[src/rtl/conv_mode_pkg.sv]
package conv_mode_pkg;

  typedef enum logic [1:0] {
    MODE_NONE = 2'd0,
    MODE_MAN  = 2'd1,
    MODE_AUTO = 2'd2
  } mode_e;

  typedef struct packed {
    logic start;
    logic stop_n;
    logic auto_sel;
    logic adopt;
    logic jog_fwd;
    logic jog_bwd;
  } in_img_t;

  localparam int unsigned IN_W = $bits(in_img_t);

  typedef struct packed {
    logic plant;
    logic man;
    logic auto_l;
    logic fwd;
    logic bwd;
  } out_img_t;

endpackage

[src/rtl/conv_scan_tick.sv]
module conv_scan_tick #(
  parameter int unsigned SCAN_DIV = 1000
) (
  input  logic clk_i,
  input  logic rst_ni,
  output logic tick_o,
  output logic eval_o
);
  localparam int unsigned CW = (SCAN_DIV > 1) ? $clog2(SCAN_DIV) : 1;
  localparam logic [CW-1:0] LAST = CW'(SCAN_DIV - 1);

  logic [CW-1:0] cnt_q;

  assign tick_o = (cnt_q == LAST);

  always_ff @(posedge clk_i or negedge rst_ni) begin
    if (!rst_ni) begin
      cnt_q  <= '0;
      eval_o <= 1'b0;
    end else begin
      cnt_q  <= tick_o ? '0 : cnt_q + 1'b1;
      eval_o <= tick_o;
    end
  end

  // eval is a single-cycle pulse trailing the tick
  assert_eval_pulse_R11: assert property (@(posedge clk_i) disable iff (!rst_ni)
    eval_o |=> !eval_o);

endmodule

[src/rtl/conv_in_image.sv]
module conv_in_image
  import conv_mode_pkg::*;
#(
  parameter int unsigned SYNC_STAGES = 2
) (
  input  logic    clk_i,
  input  logic    rst_ni,
  input  logic    tick_i,
  input  in_img_t raw_i,
  output in_img_t img_o
);
  in_img_t synced;

  generate
    if (SYNC_STAGES == 0) begin : g_nosync
      assign synced = raw_i;
    end else begin : g_sync
      logic [IN_W-1:0] chain_q [SYNC_STAGES];
      for (genvar s = 0; s < SYNC_STAGES; s++) begin : g_stage
        always_ff @(posedge clk_i or negedge rst_ni) begin
          if (!rst_ni) chain_q[s] <= '0;
          else if (s == 0) chain_q[s] <= raw_i;
          else chain_q[s] <= chain_q[(s > 0) ? s-1 : 0];
        end
      end
      assign synced = chain_q[SYNC_STAGES-1];
    end
  endgenerate

  always_ff @(posedge clk_i or negedge rst_ni) begin
    if (!rst_ni) img_o <= '0;
    else if (tick_i) img_o <= synced;
  end

  assert_img_hold_R11: assert property (@(posedge clk_i) disable iff (!rst_ni)
    !tick_i |=> $stable(img_o));

endmodule

[src/rtl/conv_mode_core.sv]
module conv_mode_core
  import conv_mode_pkg::*;
(
  input  logic     clk_i,
  input  logic     rst_ni,
  input  logic     eval_i,
  input  in_img_t  img_i,
  output out_img_t nxt_o
);
  logic  plant_q, plant_nx;
  logic  adopt_prev_q, adopt_edge;
  mode_e mode_q, mode_nx, sel_mode;

  assign plant_nx   = img_i.stop_n & (img_i.start | plant_q);
  assign adopt_edge = img_i.adopt & ~adopt_prev_q;
  assign sel_mode   = img_i.auto_sel ? MODE_AUTO : MODE_MAN;

  always_comb begin
    mode_nx = mode_q;
    if (!plant_nx)                                   mode_nx = MODE_NONE;
    else if (adopt_edge)                             mode_nx = sel_mode;
    else if (mode_q != MODE_NONE && sel_mode != mode_q) mode_nx = MODE_NONE;
  end

  always_ff @(posedge clk_i or negedge rst_ni) begin
    if (!rst_ni) begin
      plant_q      <= 1'b0;
      mode_q       <= MODE_NONE;
      adopt_prev_q <= 1'b0;
    end else if (eval_i) begin
      plant_q      <= plant_nx;
      mode_q       <= mode_nx;
      adopt_prev_q <= img_i.adopt;
    end
  end

  always_comb begin
    nxt_o        = '0;
    nxt_o.plant  = plant_nx;
    nxt_o.man    = (mode_nx == MODE_MAN);
    nxt_o.auto_l = (mode_nx == MODE_AUTO);
    nxt_o.fwd    = (mode_nx == MODE_MAN) & img_i.jog_fwd & ~img_i.jog_bwd;
    nxt_o.bwd    = (mode_nx == MODE_MAN) & img_i.jog_bwd & ~img_i.jog_fwd;
  end

  assert_stop_wins_R2: assert property (@(posedge clk_i) disable iff (!rst_ni)
    (eval_i && !img_i.stop_n) |=> !plant_q);

  assert_start_latch_R1: assert property (@(posedge clk_i) disable iff (!rst_ni)
    (eval_i && img_i.start && img_i.stop_n) |=> plant_q);

  assert_off_no_mode_R6: assert property (@(posedge clk_i) disable iff (!rst_ni)
    !plant_q |-> (mode_q == MODE_NONE));

  assert_no_adopt_hold_R10: assert property (@(posedge clk_i) disable iff (!rst_ni)
    (eval_i && mode_q == MODE_NONE && adopt_prev_q) |=> (mode_q == MODE_NONE));

endmodule

[src/rtl/conv_out_image.sv]
module conv_out_image
  import conv_mode_pkg::*;
(
  input  logic     clk_i,
  input  logic     rst_ni,
  input  logic     eval_i,
  input  out_img_t nxt_i,
  output out_img_t img_o
);
  always_ff @(posedge clk_i or negedge rst_ni) begin
    if (!rst_ni) img_o <= '0;
    else if (eval_i) img_o <= nxt_i;
  end

  assert_drive_excl_R9: assert property (@(posedge clk_i) disable iff (!rst_ni)
    !(img_o.fwd && img_o.bwd));

  assert_lamp_excl_R5: assert property (@(posedge clk_i) disable iff (!rst_ni)
    !(img_o.man && img_o.auto_l));

  assert_auto_no_jog_R8: assert property (@(posedge clk_i) disable iff (!rst_ni)
    !img_o.man |-> !(img_o.fwd || img_o.bwd));

  assert_lamp_needs_plant_R3: assert property (@(posedge clk_i) disable iff (!rst_ni)
    (img_o.man || img_o.auto_l) |-> img_o.plant);

  assert_out_hold_R11: assert property (@(posedge clk_i) disable iff (!rst_ni)
    !eval_i |=> $stable(img_o));

endmodule

[src/rtl/conv_mode_ctrl.sv]
module conv_mode_ctrl
  import conv_mode_pkg::*;
#(
  parameter int unsigned SCAN_DIV    = 1000,
  parameter int unsigned SYNC_STAGES = 2
) (
  input  logic clk_i,
  input  logic rst_ni,
  input  logic start_i,
  input  logic stop_ni,
  input  logic auto_sel_i,
  input  logic adopt_i,
  input  logic jog_fwd_i,
  input  logic jog_bwd_i,
  output logic plant_on_o,
  output logic man_lamp_o,
  output logic auto_lamp_o,
  output logic fwd_o,
  output logic bwd_o
);
  logic     tick, eval;
  in_img_t  raw, img;
  out_img_t nxt, oimg;

  assign raw = '{start: start_i, stop_n: stop_ni, auto_sel: auto_sel_i,
                 adopt: adopt_i, jog_fwd: jog_fwd_i, jog_bwd: jog_bwd_i};

  conv_scan_tick #(.SCAN_DIV(SCAN_DIV)) u_tick (
    .clk_i, .rst_ni, .tick_o(tick), .eval_o(eval)
  );

  conv_in_image #(.SYNC_STAGES(SYNC_STAGES)) u_in (
    .clk_i, .rst_ni, .tick_i(tick), .raw_i(raw), .img_o(img)
  );

  conv_mode_core u_core (
    .clk_i, .rst_ni, .eval_i(eval), .img_i(img), .nxt_o(nxt)
  );

  conv_out_image u_out (
    .clk_i, .rst_ni, .eval_i(eval), .nxt_i(nxt), .img_o(oimg)
  );

  assign plant_on_o  = oimg.plant;
  assign man_lamp_o  = oimg.man;
  assign auto_lamp_o = oimg.auto_l;
  assign fwd_o       = oimg.fwd;
  assign bwd_o       = oimg.bwd;

endmodule

[config.mk]
export PLATFORM = sky130hd
export DESIGN_NAME = conv_mode_ctrl
export DESIGN_NICKNAME = d
export VERILOG_FILES = /design/src/rtl/conv_mode_pkg.sv /design/src/rtl/conv_scan_tick.sv /design/src/rtl/conv_in_image.sv /design/src/rtl/conv_mode_core.sv /design/src/rtl/conv_out_image.sv /design/src/rtl/conv_mode_ctrl.sv
export SDC_FILE = /design/constraint.sdc
export NUM_CORES = 1
export LEC_CHECK = 0
export ABC_AREA = 1
export BUFFER_PORTS_ARGS = -buffer_cell sky130_fd_sc_hd__buf_2
export CAP_MARGIN = 20
export CELL_PAD_IN_SITES_DETAIL_PLACEMENT = 2
export CELL_PAD_IN_SITES_GLOBAL_PLACEMENT = 2
export CORE_MARGIN = 3
export CORE_UTILIZATION = 33
export CTS_BUF_LIST = sky130_fd_sc_hd__clkbuf_16
export DETAILED_ROUTE_END_ITERATION = 10
export PLACE_DENSITY_LB_ADDON = 0.15
export SYNTH_ARGS = -nofsm -noshare
export SYNTH_HDL_FRONTEND = slang
export SYNTH_SLANG_ARGS = --single-unit
[constraint.sdc]
create_clock -name clk_i -period 1.22 [get_ports clk_i]
set_input_delay 0.061 -clock clk_i [delete_from_list [all_inputs] [get_ports clk_i]]
set_output_delay 0.061 -clock clk_i [all_outputs]
set_load 0.01 [all_outputs]
# --- Word-level counts from Yosys, hierarchy flattened ---
# Cells that the tools add are included.
op_classes:
  n_addsub: 1
  n_eq_ne: 4
  n_mux: 5
  bitwise: 10
  reduce_logical: 2
ops:
  columns: ["cell", "count"]
  rows:
  - ["$add 10x1->10 const B", 1]
  - ["$eq 10x10->1 const B", 1]
  - ["$mux 10", 1]
  - ["$mux 2", 4]
  - ["$and 1x1->1", 6]
  - ["$not 1->1", 3]
  - ["$eq 2x1->1 const B", 1]
  - ["$eq 2x2->1 const B", 1]
  - ["$ne 2x2->1", 1]
  - ["$reduce_bool 2->1", 1]
  - ["$logic_and 1x1->1", 1]
  - ["$or 1x1->1", 1]
totals:
  ff_bits: 37
  input_bits: 8
  out_inout_bits: 5
  word_cells: 39

# --- Longest topological paths before layout ---
# Gate-level depths: netlist (run 1).
depth:
  word_depth: 9
  mapped_depth: 7
  depth_no_buf: 7

# --- By module ---
# From an unflattened synthesis (run 1), not the netlist that was laid out.
unflattened:
  cells_unflattened: 162
  area_unflattened_um2: 1512.7
by_module_without_submodules:
  columns: ["mod", "instances", "cells_per_inst", "area_per_inst_um2", "seq_area_each_um2"]
  rows:
  - ["conv_scan_tick", 1, 68, 554.3, 275.3]
  - ["conv_in_image", 1, 37, 521.8, 450.4]
  - ["conv_mode_core", 1, 36, 251.5, 100.1]
  - ["conv_out_image", 1, 21, 185.2, 125.1]

# --- Worst setup path before layout (run 1) ---
# OpenSTA, ideal clock, no wires.
synth_path:
  path_type: "register to register"
  startpoint: "register u_tick.cnt_q[0]"
  endpoint: "register u_tick.cnt_q[6]"
  setup_ns: 0.117
  arrival_time_ns: 1.046
  required_time_ns: 1.103
  path_slack_ns: 0.058
  stages_incl_launch_ff: 7
  n_path_buf: 0
  period_less_slack_ns: 1.162
  cell_sequence: "dfrtp_1 -> ha_1 -> nand2_1 -> nor3_1 -> nand2_1 -> nand2_1 -> nor2_1"
synth_between:
  elab_chain_len: 2
  elab_cells_between_ends: 3
  classes_between: "1 x add/sub; 1 x eq/ne; 1 x mux"
synth_lines:
  columns: ["element", "line_no", "rtl"]
  rows:
  - ["from (decl)", "conv_scan_tick.sv:12", "logic [CW-1:0] cnt_q;"]
  - ["from (signal assigned)", "conv_scan_tick.sv:21", "cnt_q <= tick_o ? '0 : cnt_q + 1'b1;"]
  - ["$add 10x1->10 / $eq 10x10->1 (equally long branches)", "conv_scan_tick.sv:21, conv_scan_tick.sv:14", null]
  - ["$mux 10 (*)", "conv_scan_tick.sv:21", null]
# Mark *: on every way between the ends. The rest lies on a longest branch, timed or not.
# A chain may end at the register's enable or synchronous reset.

# --- Worst setup path in the final report (run 1) ---
layout_path:
  startpoint: "register u_tick.cnt_q[1]"
  endpoint: "register u_tick.cnt_q[6]"
# Same word-level chain as after synthesis.

==> results of run 1 <==
[registers in the layout, indices dropped and copies added, names as in the netlist]
| signal | count |
|---|---|
| u_in.img_o | 6 |
| u_tick.cnt_q | 10 |
| u_out.img_o | 4 |
| u_in.g_sync.chain_q | 6 |
| u_tick.eval_o | 1 |
| u_core.mode_q | 2 |
| u_in.synced | 6 |
| u_core.adopt_prev_q | 1 |
| u_core.plant_q | 1 |
[routing by layer]
layer / GRT usage / vias to the layer above
met5: 0 / -
met4: 0.06762 / 0
met3: 0.04132 / 4
met2: 0.2816 / 16
met1: 0.1900 / 585
li1: - / 538
[final cells by class]
class,instances,share of cell area
Multi-Input combinational cell,95,0.2763
Inverter,16,0.02987
Clock buffer,5,0.06223
Sequential cell,37,0.4617
Tap cell,50,0.03111
Clock inverter,3,0.02302
Timing Repair Buffer,31,0.1157
[per-stage QoR]
step / instances / setup WS [ns] / power, mW / TNS, ns / hold slack, ns
2_1_floorplan: 147 / 0.05770 / 1.273 / 0 / -0.2346
3_3_place_gp: 217 / -0.04073 / 1.316 / -0.04073 / 0.01380
3_5_place_dp: 217 / -0.09829 / 1.321 / -0.09829 / 0.02208
4_1_cts: 232 / 0.001827 / 2.822 / 0 / 0.2658
5_1_grt: 237 / -0.1031 / 2.899 / -0.9928 / 0.2959
6_report: 237 / -0.002804 / 2.793 / -0.002804 / 0.2599
[worst paths after layout]
check,startpoint,cells past startpoint,slack (ns),end
max in group asynchronous,rst_ni,3,0.50,u_tick.cnt_q[7]
hold reg to reg,u_in.g_sync.chain_q[10],0,0.35,u_in.synced[4]
setup reg to reg,u_tick.cnt_q[1],6,-0.003,u_tick.cnt_q[6]
hold / removal,rst_ni,2,0.26,u_tick.cnt_q[8]
min in group clk_i,u_in.g_sync.chain_q[10],0,0.35,u_in.synced[4]
setup / recovery,u_tick.cnt_q[1],6,-0.003,u_tick.cnt_q[6]
[cell usage after synthesis (all sizes together)]
cell type  instances
nand2             48
dfrtp             37
nor2              18
inv               16
nand3              7
o21ai              7
nand4              5
xor2               3
a21oi              2
a31oi              1
ha                 1
nand3b             1
nor3               1
[repair_timing]
action / CTS / global route
cloned: 0 / 1
buffers inserted: 0 / 4
hold buffers: 7 / 0
endpoints found under the hold margin: 22 / 0
endpoints found under the setup margin: 7 / 18
pin swaps: 0 / 11
gates resized for setup: 4 / 20
[report_power, final]
part / switching (mW) / internal [mW]
registers: 0.00653 / 1.25
logic: 0.0310 / 0.0288
clock network: 0.512 / 0.966
[cell families after synthesis]
logic type,count (synthesis),synth area share
AOI/OAI and AO/OA,10,0.03486
xor gates and xnor gates,3,0.01786
adders and majority gates,1,0.008502
buffers and inverters,16,0.04081
DFF,37,0.6293
and+or+nand+nor,80,0.2687
==> results.cfg, run 1 <==
[clock_tree]
clockBufferDepth = 2
tritoncts = built
clkTransAtPathRegs_ns = 0.06
clock_latency_ns = 0.28
cts_buffers = 5
h-tree-depth = 2
root_buffer = clkbuf_16
cts_sinks = 37

[route]
route.detailed.drc = 0
drt-vias-per-instance = 4.823
first_pass_iters = 4
ant_nets = 0
wl_per_cell_microns = 16.30
highest-signal-layer = met4
met3_length_microns = 120
routed-via-count = 1143
drtIter0Drc = 40
wl_met1_microns = 1583
routed_wl_microns = 3862
dr_wl_met2_microns = 2108

[sta]
setup_ws_ns = -0.002804
rsz0062_at_grt = yes
finClkSkew_ns = 0.005333
setup_viol = 1
finalCritPeriodShare = 1.002
slew_viol_final = 0
worstMarginPinSlew_ns = 0.4264
finalHoldViolCount = 0
period_needed_ns = 1.223
fmax_mhz = 817.8
relSlewSlack = 0.7157

[layout]
antennaDiodeCount = 0
mostFrequentLayoutCell = nand2_1
final_net_count = 195
fillCellCount = 446
drive_above_1_share = 0.3316
area_delta_synth_final_pct = 36.65
multi_input_area_sq_um = 555.5
final_cell_mix = nand2_1 (37), dfrtp_1 (35), inv_1 (12), buf_2 (12)
fin_area_sq_mm = 0.002011
fin_util = 0.4852
seq_area_sq_um = 928.4

[grt]
grt_usage = 0.1624
grt_max_degree = 22
grt_pass1_vias = 1327
antenna_found_initial = 0
overflow = 0
grt_pass1_wl_microns = 6375

[place]
place_area_sq_mm = 0.001667
hpwl_microns = 2410
port_buffers = 12
globalplace.congestion = 0.8023

[power]
power_density_mw_per_mm2 = 1389
vdd.ir_drop.worst_uv = 1136
power.leakage_nw = 1.068

[floorplan]
core_region_area_sq_mm = 0.004144
boundaryPins = 13
dieArea_sq_mm = 0.005296
initial_core_util = 0.3551
row_count = 23
die_y_microns = 72.78
die_x_microns = 72.78

[synth]
synth.top_cells.by_area = dfrtp_1 (63%), nand2_1 (12%), inv_1 (3.8%), nor2_1 (3.6%), o21ai_0 (2.4%)
syn_nets = 156
synth.distinct_cells = 20
syn_area_sq_mm = 0.001471
syn_avg_cell_area_sq_um = 10.01
yosysTopAreaCell = dfrtp_1
synth-seq-cells = 37
synth_top_area_share = 0.6293
postSynthCellCount = 147
ys_seq_area_frac = 0.6293
yosysWarnings = 0

[worst_setup_path]
cp-start-kind = register
path_class = reg -> reg
crit_path_frequent_cell = nand2_1
cp.required_ns = 1.39
worstPathCellList = ha_4, nand2_1, nor3_4, nand2_2, nand2_1, nor2_1
arrival_ns = 1.39
crit_slowest_cell = dfrtp_1
worstPathMaxFanout = 4
worstSetupEndpointType = register
crit_buf_inv = 0
critPathMaxStageDelay_ns = 0.40
crit_family = simple AND/OR/NAND/NOR gates

[outcome]
violations = setup timing
status = finished with violations

[min_path]
hp-class = in -> async

[run]
max-cap-violations = 0
Note: power is estimated with default switching activity, not from simulation.
==> run 2, diff against run 1 <==
- CORE_MARGIN: 3 -> 10
- PLACE_DENSITY: default -> 0.74
- PLACE_DENSITY_LB_ADDON: 0.15 -> default
==> results.cfg, run 2 (synthesized netlist as in run 1, its figures left out) <==
[outcome]
status = finished with violations
violations = setup timing

[power]
p_int_mw = 2.455
power_density_mw_per_mm2 = 1458
pwr-share-seq = 0.416
swShare = 0.1861
switchingPower_mw = 0.5612
power.leakage_nw = 1.122
p_total_mw = 3.016
power_frac_comb = 0.020
clockPowerShare = 0.564
vdd.ir_drop.worst_uv = 900.1

[layout]
area_delta_synth_final_pct = 40.56
antennaDiodeCount = 0
fin_util = 0.4783
final_cell_mix = nand2_1 (40), dfrtp_1 (35), inv_1 (14)
mostFrequentLayoutCell = nand2_1
largest-register = u_tick.cnt_q
final_net_count = 198
drive_above_1_share = 0.3053
largest_reg_flops = 10
fin_area_sq_mm = 0.002068

[floorplan]
die_x_microns = 86.78
boundaryPins = 13
core_region_area_sq_mm = 0.004324
die_y_microns = 86.78
row_count = 24
initial_core_util = 0.3403
dieArea_sq_mm = 0.007530

[route]
routed_wl_microns = 4552
ant_nets = 0
drt-vias-per-instance = 4.802
highest-signal-layer = met4
first_pass_iters = 4
wl_met1_microns = 1961
wl_per_cell_microns = 18.81
dr_wl_met2_microns = 2371
drtIter0Drc = 68
routed-via-count = 1162
met3_length_microns = 171
route.detailed.drc = 0

[sta]
setup_viol = 15
rsz0062_at_grt = yes
finalHoldViolCount = 0
whs_ns = 0.2793
fmax_mhz = 762.0
relSlewSlack = 0.7573
finClkSkew_ns = 0.002752
setup_ws_ns = -0.09230
slew_viol_final = 0
period_needed_ns = 1.312
finalCritPeriodShare = 1.076
worstMarginPinSlew_ns = 0.3602

[worst_setup_path]
cp.required_ns = 1.39
cp-start-kind = register
reg2reg_depth = 6
r2r_slack_ns = -0.09
worstSetupEndpointType = register
path_class = reg -> reg
worstPathMaxFanout = 5
arrival_ns = 1.48

[grt]
overflow = 0
grt_usage = 0.1170
grt_pass1_vias = 1357
grt_pass1_wl_microns = 6920
antenna_found_initial = 0
grt_max_degree = 38

[clock_tree]
cts_sinks = 37
clockBufferDepth = 2
clock_latency_ns = 0.28
cts_buffers = 5
clkTransAtPathRegs_ns = 0.06
root_buffer = clkbuf_16
tritoncts = built
h-tree-depth = 2

[place]
globalplace.congestion = 0.8077
place_area_sq_mm = 0.001677
port_buffers = 12
hpwl_microns = 2531

[min_path]
hp-class = in -> async

[run]
max-cap-violations = 0
[run 2: worst max-delay path: stages, from the launching register on]
cell,delay [ns]
dfrtp_1,0.47
nand2_2,0.13
nor2_4,0.18
buf_12,0.14
nand3b_4,0.13
nand2_2,0.11
nand2_2,0.05
[run 2: area by class of cell]
cell class                      count  area, sq um
Fill cell                         449         2256
Sequential cell                    37        928.4
Multi-Input combinational cell     95        549.3
Timing Repair Buffer               34        271.5
Clock buffer                        5        125.1
Clock inverter                      3        68.82
Tap cell                           52        65.06
Inverter                           16        60.06
[run 2: worst paths after layout]
path	startpoint	end
worst min-delay path	rst_ni	u_out.img_o[3]
min in group clk_i	u_in.g_sync.chain_q[9]	u_in.synced[3]
worst max register to register	u_tick.cnt_q[5]	u_in.img_o[2]
worst max-delay path	u_tick.cnt_q[5]	u_in.img_o[2]
max in group asynchronous	rst_ni	u_tick.cnt_q[3]
worst min register to register	u_in.g_sync.chain_q[9]	u_in.synced[3]
[run 2: per-stage QoR]
step / setup WS (ns) / instances / setup TNS (ns)
floorplan: 0.05770 / 147 / 0
global route: -0.1409 / 242 / -1.688
CTS: 0.007398 / 237 / 0
global placement: 0.04842 / 220 / 0
finish: -0.09230 / 242 / -0.7860
detailed placement: -0.1085 / 220 / -0.3785
[run 2: power by group through the flow]
stage                     Clock, mW  Sequential [mW]  Combinational (mW)
after global placement            0             1.27              0.0422
after global routing           1.79             1.26              0.0685
after detailed placement          0             1.28              0.0438
after CTS                      1.73             1.25              0.0604
final                          1.70             1.25              0.0594
[run 2: repair_timing]
action | CTS | global route
hold endpoints to repair | 43 | 0
cloned | 0 | 1
buffers inserted | 2 | 4
pin swaps | 3 | 7
setup endpoints to repair | 14 | 15
gates resized for setup | 6 | 12
hold buffers | 7 | 0
[run 2: layer usage]
metal | track usage | vias to the layer above
met3 | 0.04221 | 4
met4 | 0.03240 | 0
met2 | 0.1993 | 24
met5 | 0 | -
met1 | 0.1346 | 590
li1 | - | 544
